**src/rtl/crc6_pkg.sv**
```systemverilog
package crc6_pkg;
  localparam int unsigned DATA_W_DEF = 24;
  localparam int unsigned CRC_W_DEF  = 6;
  // full generator including the implicit top term: x^6 + x + 1
  localparam logic [CRC_W_DEF:0] POLY_DEF = 7'h43;
endpackage

```
**src/rtl/crc6_bit_step.sv**
```systemverilog
// One division step: shift one dividend bit into the remainder and
// subtract (XOR) the generator when the outgoing top bit is set.
module crc6_bit_step #(
  parameter int unsigned     CRC_W = crc6_pkg::CRC_W_DEF,
  parameter logic [CRC_W:0]  POLY  = crc6_pkg::POLY_DEF
) (
  input  logic [CRC_W-1:0] rem_in,
  input  logic             bit_in,
  output logic [CRC_W-1:0] rem_out
);
  localparam logic [CRC_W-1:0] TAPS = POLY[CRC_W-1:0];

  always_comb begin
    rem_out = {rem_in[CRC_W-2:0], bit_in};
    if (rem_in[CRC_W-1]) rem_out = rem_out ^ TAPS;
  end
endmodule

```
**src/rtl/crc6_divider.sv**
```systemverilog
// Unrolled MSB-first division of an IN_W-bit word, zero initial remainder.
module crc6_divider #(
  parameter int unsigned     IN_W  = 30,
  parameter int unsigned     CRC_W = crc6_pkg::CRC_W_DEF,
  parameter logic [CRC_W:0]  POLY  = crc6_pkg::POLY_DEF
) (
  input  logic [IN_W-1:0]  word,
  output logic [CRC_W-1:0] rem
);
  logic [CRC_W-1:0] stage [IN_W+1];

  assign stage[0] = '0;

  for (genvar i = 0; i < IN_W; i++) begin : g_chain
    crc6_bit_step #(.CRC_W(CRC_W), .POLY(POLY)) u_step (
      .rem_in (stage[i]),
      .bit_in (word[IN_W-1-i]),
      .rem_out(stage[i+1])
    );
  end

  assign rem = stage[IN_W];
endmodule

```
**src/rtl/crc6_serial_engine.sv**
```systemverilog
// Bit-serial divider: captures a word, consumes one dividend bit per clock.
module crc6_serial_engine #(
  parameter int unsigned     DATA_W = crc6_pkg::DATA_W_DEF,
  parameter int unsigned     CRC_W  = crc6_pkg::CRC_W_DEF,
  parameter logic [CRC_W:0]  POLY   = crc6_pkg::POLY_DEF
) (
  input  logic              clk,
  input  logic              rst,
  input  logic              load,
  input  logic [DATA_W-1:0] load_data,
  output logic              busy,
  output logic [CRC_W-1:0]  result,
  output logic              done
);
  localparam int unsigned TOT_W = DATA_W + CRC_W;
  localparam int unsigned CNT_W = $clog2(TOT_W + 1);
  localparam logic [CNT_W-1:0] LAST = CNT_W'(TOT_W - 1);

  logic [TOT_W-1:0] dividend_q;
  logic [CNT_W-1:0] cnt_q;
  logic [CRC_W-1:0] rem_q;
  logic [CRC_W-1:0] rem_next;
  logic             busy_q;
  logic [CRC_W-1:0] result_q;
  logic             done_q;

  crc6_bit_step #(.CRC_W(CRC_W), .POLY(POLY)) u_step (
    .rem_in (rem_q),
    .bit_in (dividend_q[TOT_W-1]),
    .rem_out(rem_next)
  );

  always_ff @(posedge clk) begin
    if (rst) begin
      dividend_q <= '0;
      cnt_q      <= '0;
      rem_q      <= '0;
      busy_q     <= 1'b0;
      result_q   <= '0;
      done_q     <= 1'b0;
    end else begin
      done_q <= 1'b0;
      if (load && !busy_q) begin
        dividend_q <= {load_data, {CRC_W{1'b0}}};
        cnt_q      <= '0;
        rem_q      <= '0;
        busy_q     <= 1'b1;
      end else if (busy_q) begin
        dividend_q <= dividend_q << 1;
        rem_q      <= rem_next;
        cnt_q      <= cnt_q + 1'b1;
        if (cnt_q == LAST) begin
          busy_q   <= 1'b0;
          result_q <= rem_next;
          done_q   <= 1'b1;
        end
      end
    end
  end

  assign busy   = busy_q;
  assign result = result_q;
  assign done   = done_q;

  // a running count advances by one each cycle, never restarts
  assert_count_advance_R6: assert property (@(posedge clk) disable iff (rst)
    (busy_q && cnt_q != LAST) |=> (busy_q && cnt_q == $past(cnt_q) + 1'b1));

  // the last dividend bit is followed by the done pulse
  assert_done_after_last_R4: assert property (@(posedge clk) disable iff (rst)
    (busy_q && cnt_q == LAST) |=> (done_q && !busy_q));

  // done lasts a single cycle
  assert_done_single_R4: assert property (@(posedge clk) disable iff (rst)
    done_q |=> !done_q);

  // result only moves together with done
  assert_result_hold_R7: assert property (@(posedge clk) disable iff (rst)
    (!$past(rst) && !done_q) |-> $stable(result_q));
endmodule

```
**src/rtl/crc6_residue_check.sv**
```systemverilog
// Divides a word that carries its remainder; pass when the residue is zero.
module crc6_residue_check #(
  parameter int unsigned     IN_W  = 30,
  parameter int unsigned     CRC_W = crc6_pkg::CRC_W_DEF,
  parameter logic [CRC_W:0]  POLY  = crc6_pkg::POLY_DEF
) (
  input  logic [IN_W-1:0] word,
  output logic            pass
);
  logic [CRC_W-1:0] residue;

  crc6_divider #(.IN_W(IN_W), .CRC_W(CRC_W), .POLY(POLY)) u_div (
    .word(word),
    .rem (residue)
  );

  assign pass = (residue == '0);
endmodule

```
**src/rtl/crc6_readback.sv**
```systemverilog
module crc6_readback #(
  parameter int unsigned     DATA_W = crc6_pkg::DATA_W_DEF,
  parameter int unsigned     CRC_W  = crc6_pkg::CRC_W_DEF,
  parameter logic [CRC_W:0]  POLY   = crc6_pkg::POLY_DEF,
  localparam int unsigned    TOT_W  = DATA_W + CRC_W
) (
  input  logic              clk,
  input  logic              rst,
  input  logic [DATA_W-1:0] cfg_word,
  input  logic              start_valid,
  output logic              start_ready,
  output logic [CRC_W-1:0]  crc_serial,
  output logic              crc_done,
  output logic [CRC_W-1:0]  crc_par,
  input  logic [TOT_W-1:0]  chk_word,
  output logic              chk_pass
);
  logic busy;
  logic accept;

  assign start_ready = !busy;
  assign accept      = start_valid && start_ready;

  crc6_serial_engine #(.DATA_W(DATA_W), .CRC_W(CRC_W), .POLY(POLY)) u_serial (
    .clk      (clk),
    .rst      (rst),
    .load     (accept),
    .load_data(cfg_word),
    .busy     (busy),
    .result   (crc_serial),
    .done     (crc_done)
  );

  crc6_divider #(.IN_W(TOT_W), .CRC_W(CRC_W), .POLY(POLY)) u_par (
    .word({cfg_word, {CRC_W{1'b0}}}),
    .rem (crc_par)
  );

  crc6_residue_check #(.IN_W(TOT_W), .CRC_W(CRC_W), .POLY(POLY)) u_chk (
    .word(chk_word),
    .pass(chk_pass)
  );

  // a taken start closes the handshake on the following cycle
  assert_accept_closes_R3: assert property (@(posedge clk) disable iff (rst)
    accept |=> !start_ready);

  // ready reopens together with the done pulse
  assert_ready_on_done_R10: assert property (@(posedge clk) disable iff (rst)
    crc_done |-> start_ready);
endmodule

```
**config.mk**
```make
export PLATFORM = sky130hd
export DESIGN_NAME = crc6_readback
export DESIGN_NICKNAME = d
export VERILOG_FILES = /design/src/rtl/crc6_pkg.sv /design/src/rtl/crc6_bit_step.sv /design/src/rtl/crc6_divider.sv /design/src/rtl/crc6_serial_engine.sv /design/src/rtl/crc6_residue_check.sv /design/src/rtl/crc6_readback.sv
export SDC_FILE = /design/constraint.sdc
export NUM_CORES = 1
export LEC_CHECK = 0
export ABC_AREA = 1
export BUFFER_PORTS_ARGS = -buffer_cell sky130_fd_sc_hd__buf_4
export CAP_MARGIN = 25
export CORE_MARGIN = 5
export CORE_UTILIZATION = 45
export DETAILED_ROUTE_END_ITERATION = 7
export PLACE_DENSITY = 0.69
export SETUP_SLACK_MARGIN = 0.15
export SLEW_MARGIN = 0
export SYNTH_ARGS = -nofsm -noshare
export SYNTH_HDL_FRONTEND = slang
export SYNTH_SLANG_ARGS = --single-unit
```
**constraint.sdc**
```tcl
create_clock -name clk -period 1.65 [get_ports clk]
set_input_delay 0.165 -clock clk [delete_from_list [all_inputs] [get_ports clk]]
set_output_delay 0.165 -clock clk [all_outputs]
set_load 0.01 [all_outputs]
```
==> impl_results.md <==
* Main combinational cell family by area after synthesis: simple AND/OR/NAND/NOR gates
* Final min period at 2012 ps
* Cell variety after synth at 30
* Fill count at 605
* Syn avg cell area at 5.757 sq um
* Dpl hpwl at 7200 um
* Status: complete, but fails checks
* Yosys top cell area share at 0.2964
* CTS sink cnt at 43
* Cells after synthesis at 594
* Clock buffer depth at 2
* Worst Tran Pin Value at 340.6 ps
* Endpoints failing setup at 7
* Post-route DRC violation count at 0
* Hold path cells at 2
* Routability Congestion at 0.9052
* Reg2Reg Setup Slack at 280 ps
* Crit-path cells: buf_8, xnor2_4, xor2_4, or2_4, nand3_2, nand2_2, nand3_4, nand2_4, nand2_4, nand2_4, nand2_4, nand3_2, nand2_2, buf_6
* Critical path type: in -> out
* Initial antenna violation count at 0
* FF-to-FF path depth at 6
* Total Routing Usage GR at 0.1970
* Crit path max-delay family: simple AND/OR/NAND/NOR gates
* # diodes at 0
* Number of enable flip-flop cells after synthesis at 0
* FFs w/ async S/R, synth at 0
* WHS Endpoint: u_serial.result[5]
* Simple-gate share of the synthesized area at 0.4673
* Core Box Area at 7331 sq um
* CP most frequent cell: nand2_4
* CP Launch Type: input port
* Worst VDD drop at 0.7350 mV
* Worst slack at placement at -381.3 ps
* Reg2reg start: u_serial.busy
* Failing checks: negative setup slack
* Via count at 3916
* WL per Instance at 12.38 um
* Area share of fa/ha/maj cells after synthesis at 0.007318
* MaxCap Viol Count at 0
* Effective utilization at floorplan at 0.4665
* FF/Latch Area at 862.1 sq um
* Slew HR at 0.7721
* Row cnt at 31
* CTS tree: done
* Die area at 9442 sq um
* Max frequency at 497.0 MHz
* Xor/xnor share of the synthesized area at 0.09587
* Vias in the first global route at 3609
* Worst path slowest cell: xor2_4
* Setup ws final at -361.9 ps
* Mux cell area share after synthesis at 0
* Buffers on Ports at 71
* Hold Vio Cnt, Final at 0
* Final worst clock skew at 4.517 ps
* Worst hold-check path type: in -> reg
* Post-synthesis compound-gate area fraction at 0.06915
* Seq/Total Area, Yosys at 0.2517
* PD cells at 873.6 nW/um^2
* FF-to-FF End: u_serial.cnt_q[4]
* 1st-iter DRT viols at 156
* Total congestion overflow at 0
* Final wirelength at 9841 um
* Avg Vias per Cell at 4.926
* Worst skew pair latency at 290 ps
* Largest net degree at the start of global routing at 27
* CP Depth at 14
* Synth area leader: nand2_1
* Global-route wire length before repair at 15880 um
* I/O pin count at 72
* TNS Setup at -2085 ps
* Worst Setup End Kind: primary output
* Fin crit share at 1.219
* CTS Root Cell: clkbuf_8
* Pre-antenna DRT Iters at 4
* Most common library cells after synthesis: nand2_1 (270), inv_1 (85), nand3_1 (77), dfxtp_1 (43), nor2_1 (16)
* Total CTS buffers at 5
* WP data arrival at 1850 ps
* Fin nets at 754
* Slew Viols, Final at 0
* Clock-pin slew on the worst setup and hold paths at 80 ps
* Mapped Area at 3420 sq um
* Die Wd at 97.17 um
* Leak at 2.720 nW
* Critical path's largest stage delay at 300 ps
* Yosys warning count at 0
* Area Overhead vs Synth at 49.07%
* H-tree levels at 2
* Largest cells by area after synthesis: nand2_1 (30%), dfxtp_1 (25%), nand3_1 (11%)
* Mapped Nets at 653
* RSZ-0062 raised after global routing: yes
* Crit-path max FO at 5
* Hold Path Origin: rst
* Flops & latches, synth at 43
* Main synth FF type: dfxtp_1
* Layout cell share with drive strength beyond 1 at 0.3592
* Worst EP required at 1480 ps
* Area occupied by multi-input gates at 2766 sq um
* Most frequent cell after synthesis: nand2_1
* Die height at 97.17 um
* CP bufs+invs at 2
* Post-route ant nets at 0
how the worst max path moves through the flow:
stage	startpoint	endpoint	slack (ps)
after global placement	cfg_word[23]	crc_par[1]	-350
after CTS	cfg_word[17]	crc_par[2]	-300
after floorplan	cfg_word[22]	crc_par[5]	40
after global routing	cfg_word[17]	crc_par[1]	-460
final	cfg_word[17]	crc_par[1]	-360
after detailed placement	cfg_word[23]	crc_par[1]	-380
placed cells by master, fill, tap and decap left out, drive strengths merged, types with 9 or more instances in the layout:
cell type  count
a21oi         10
xor2          13
nor2          16
nand2        276
dfxtp         43
inv           88
xnor2         15
buf          103
o21ai         13
nand3         78
o211ai         9
power by group:
part           switching (mW)  internal [mW]  leakage [nW]  total (mW)
Clock                   0.345          0.489        0.0612       0.835
Sequential             0.0216           1.08         0.351        1.10
Combinational            1.42           1.10          2.31        2.52
Total                    1.78           2.67          2.72        4.45
final cells by class:
| cell class | instances | share of cell area |
|---|---|---|
| inverter | 90 | 0.07045 |
| clock inverter | 2 | 0.006873 |
| sequential | 43 | 0.1691 |
| timing repair buffer | 103 | 0.1703 |
| tap | 99 | 0.02430 |
| clock buffer | 6 | 0.01620 |
| multi-input combinational | 452 | 0.5427 |
registers in the layout, indices dropped and copies added (netlist names):
name                 cells
u_serial.result          6
u_serial.rem_q           6
u_serial.dividend_q     24
u_serial.cnt_q           5
u_serial.done            1
u_serial.busy            1
worst reg2reg max path, stage by stage (launching register included):
cell,delay [ps]
dfxtp_1,400
inv_1,70
nand2_1,90
clkinv_1,90
nor2_2,240
inv_1,190
nor3_1,210
what timing repair did:
action                     4_1_cts  5_1_grt
setup endpoints to repair        9        8
setup buffers                    1        2
hold buffers                     0        0
pin swaps                       55       31
gates resized for setup         79       57
logic make-up (layout without fill, tap and decap cells):
| logic type | after synthesis | count (layout) |
|---|---|---|
| simple gates | 383 | 383 |
| buf+inv | 99 | 201 |
| flops | 43 | 43 |
| compound gates | 39 | 39 |
| xor+xnor | 28 | 28 |
| fa+ha+maj | 2 | 2 |
through the flow:
stage	instance area, sq um	cells	hold slack (ps)	power, mW	utilization
global route	5097	795	86.42	4.770	0.6953
detailed placement	4427	784	400.2	3.097	0.6039
floorplan	3586	594	234.1	2.435	-
global placement	4427	784	404.9	3.058	0.6039
finish	5097	795	98.61	4.453	0.6953
CTS	4870	793	88.71	4.137	0.6643
per-layer routing:
layer,up-vias,global-route usage,wire (um)
li1,2045,-,-
met1,1781,0.2519,4285
met2,76,0.3381,4995
met3,14,0.03589,414
met4,0,0.05616,146
met5,-,0,0
No activity file was read; power rests on OpenSTA's default activity.
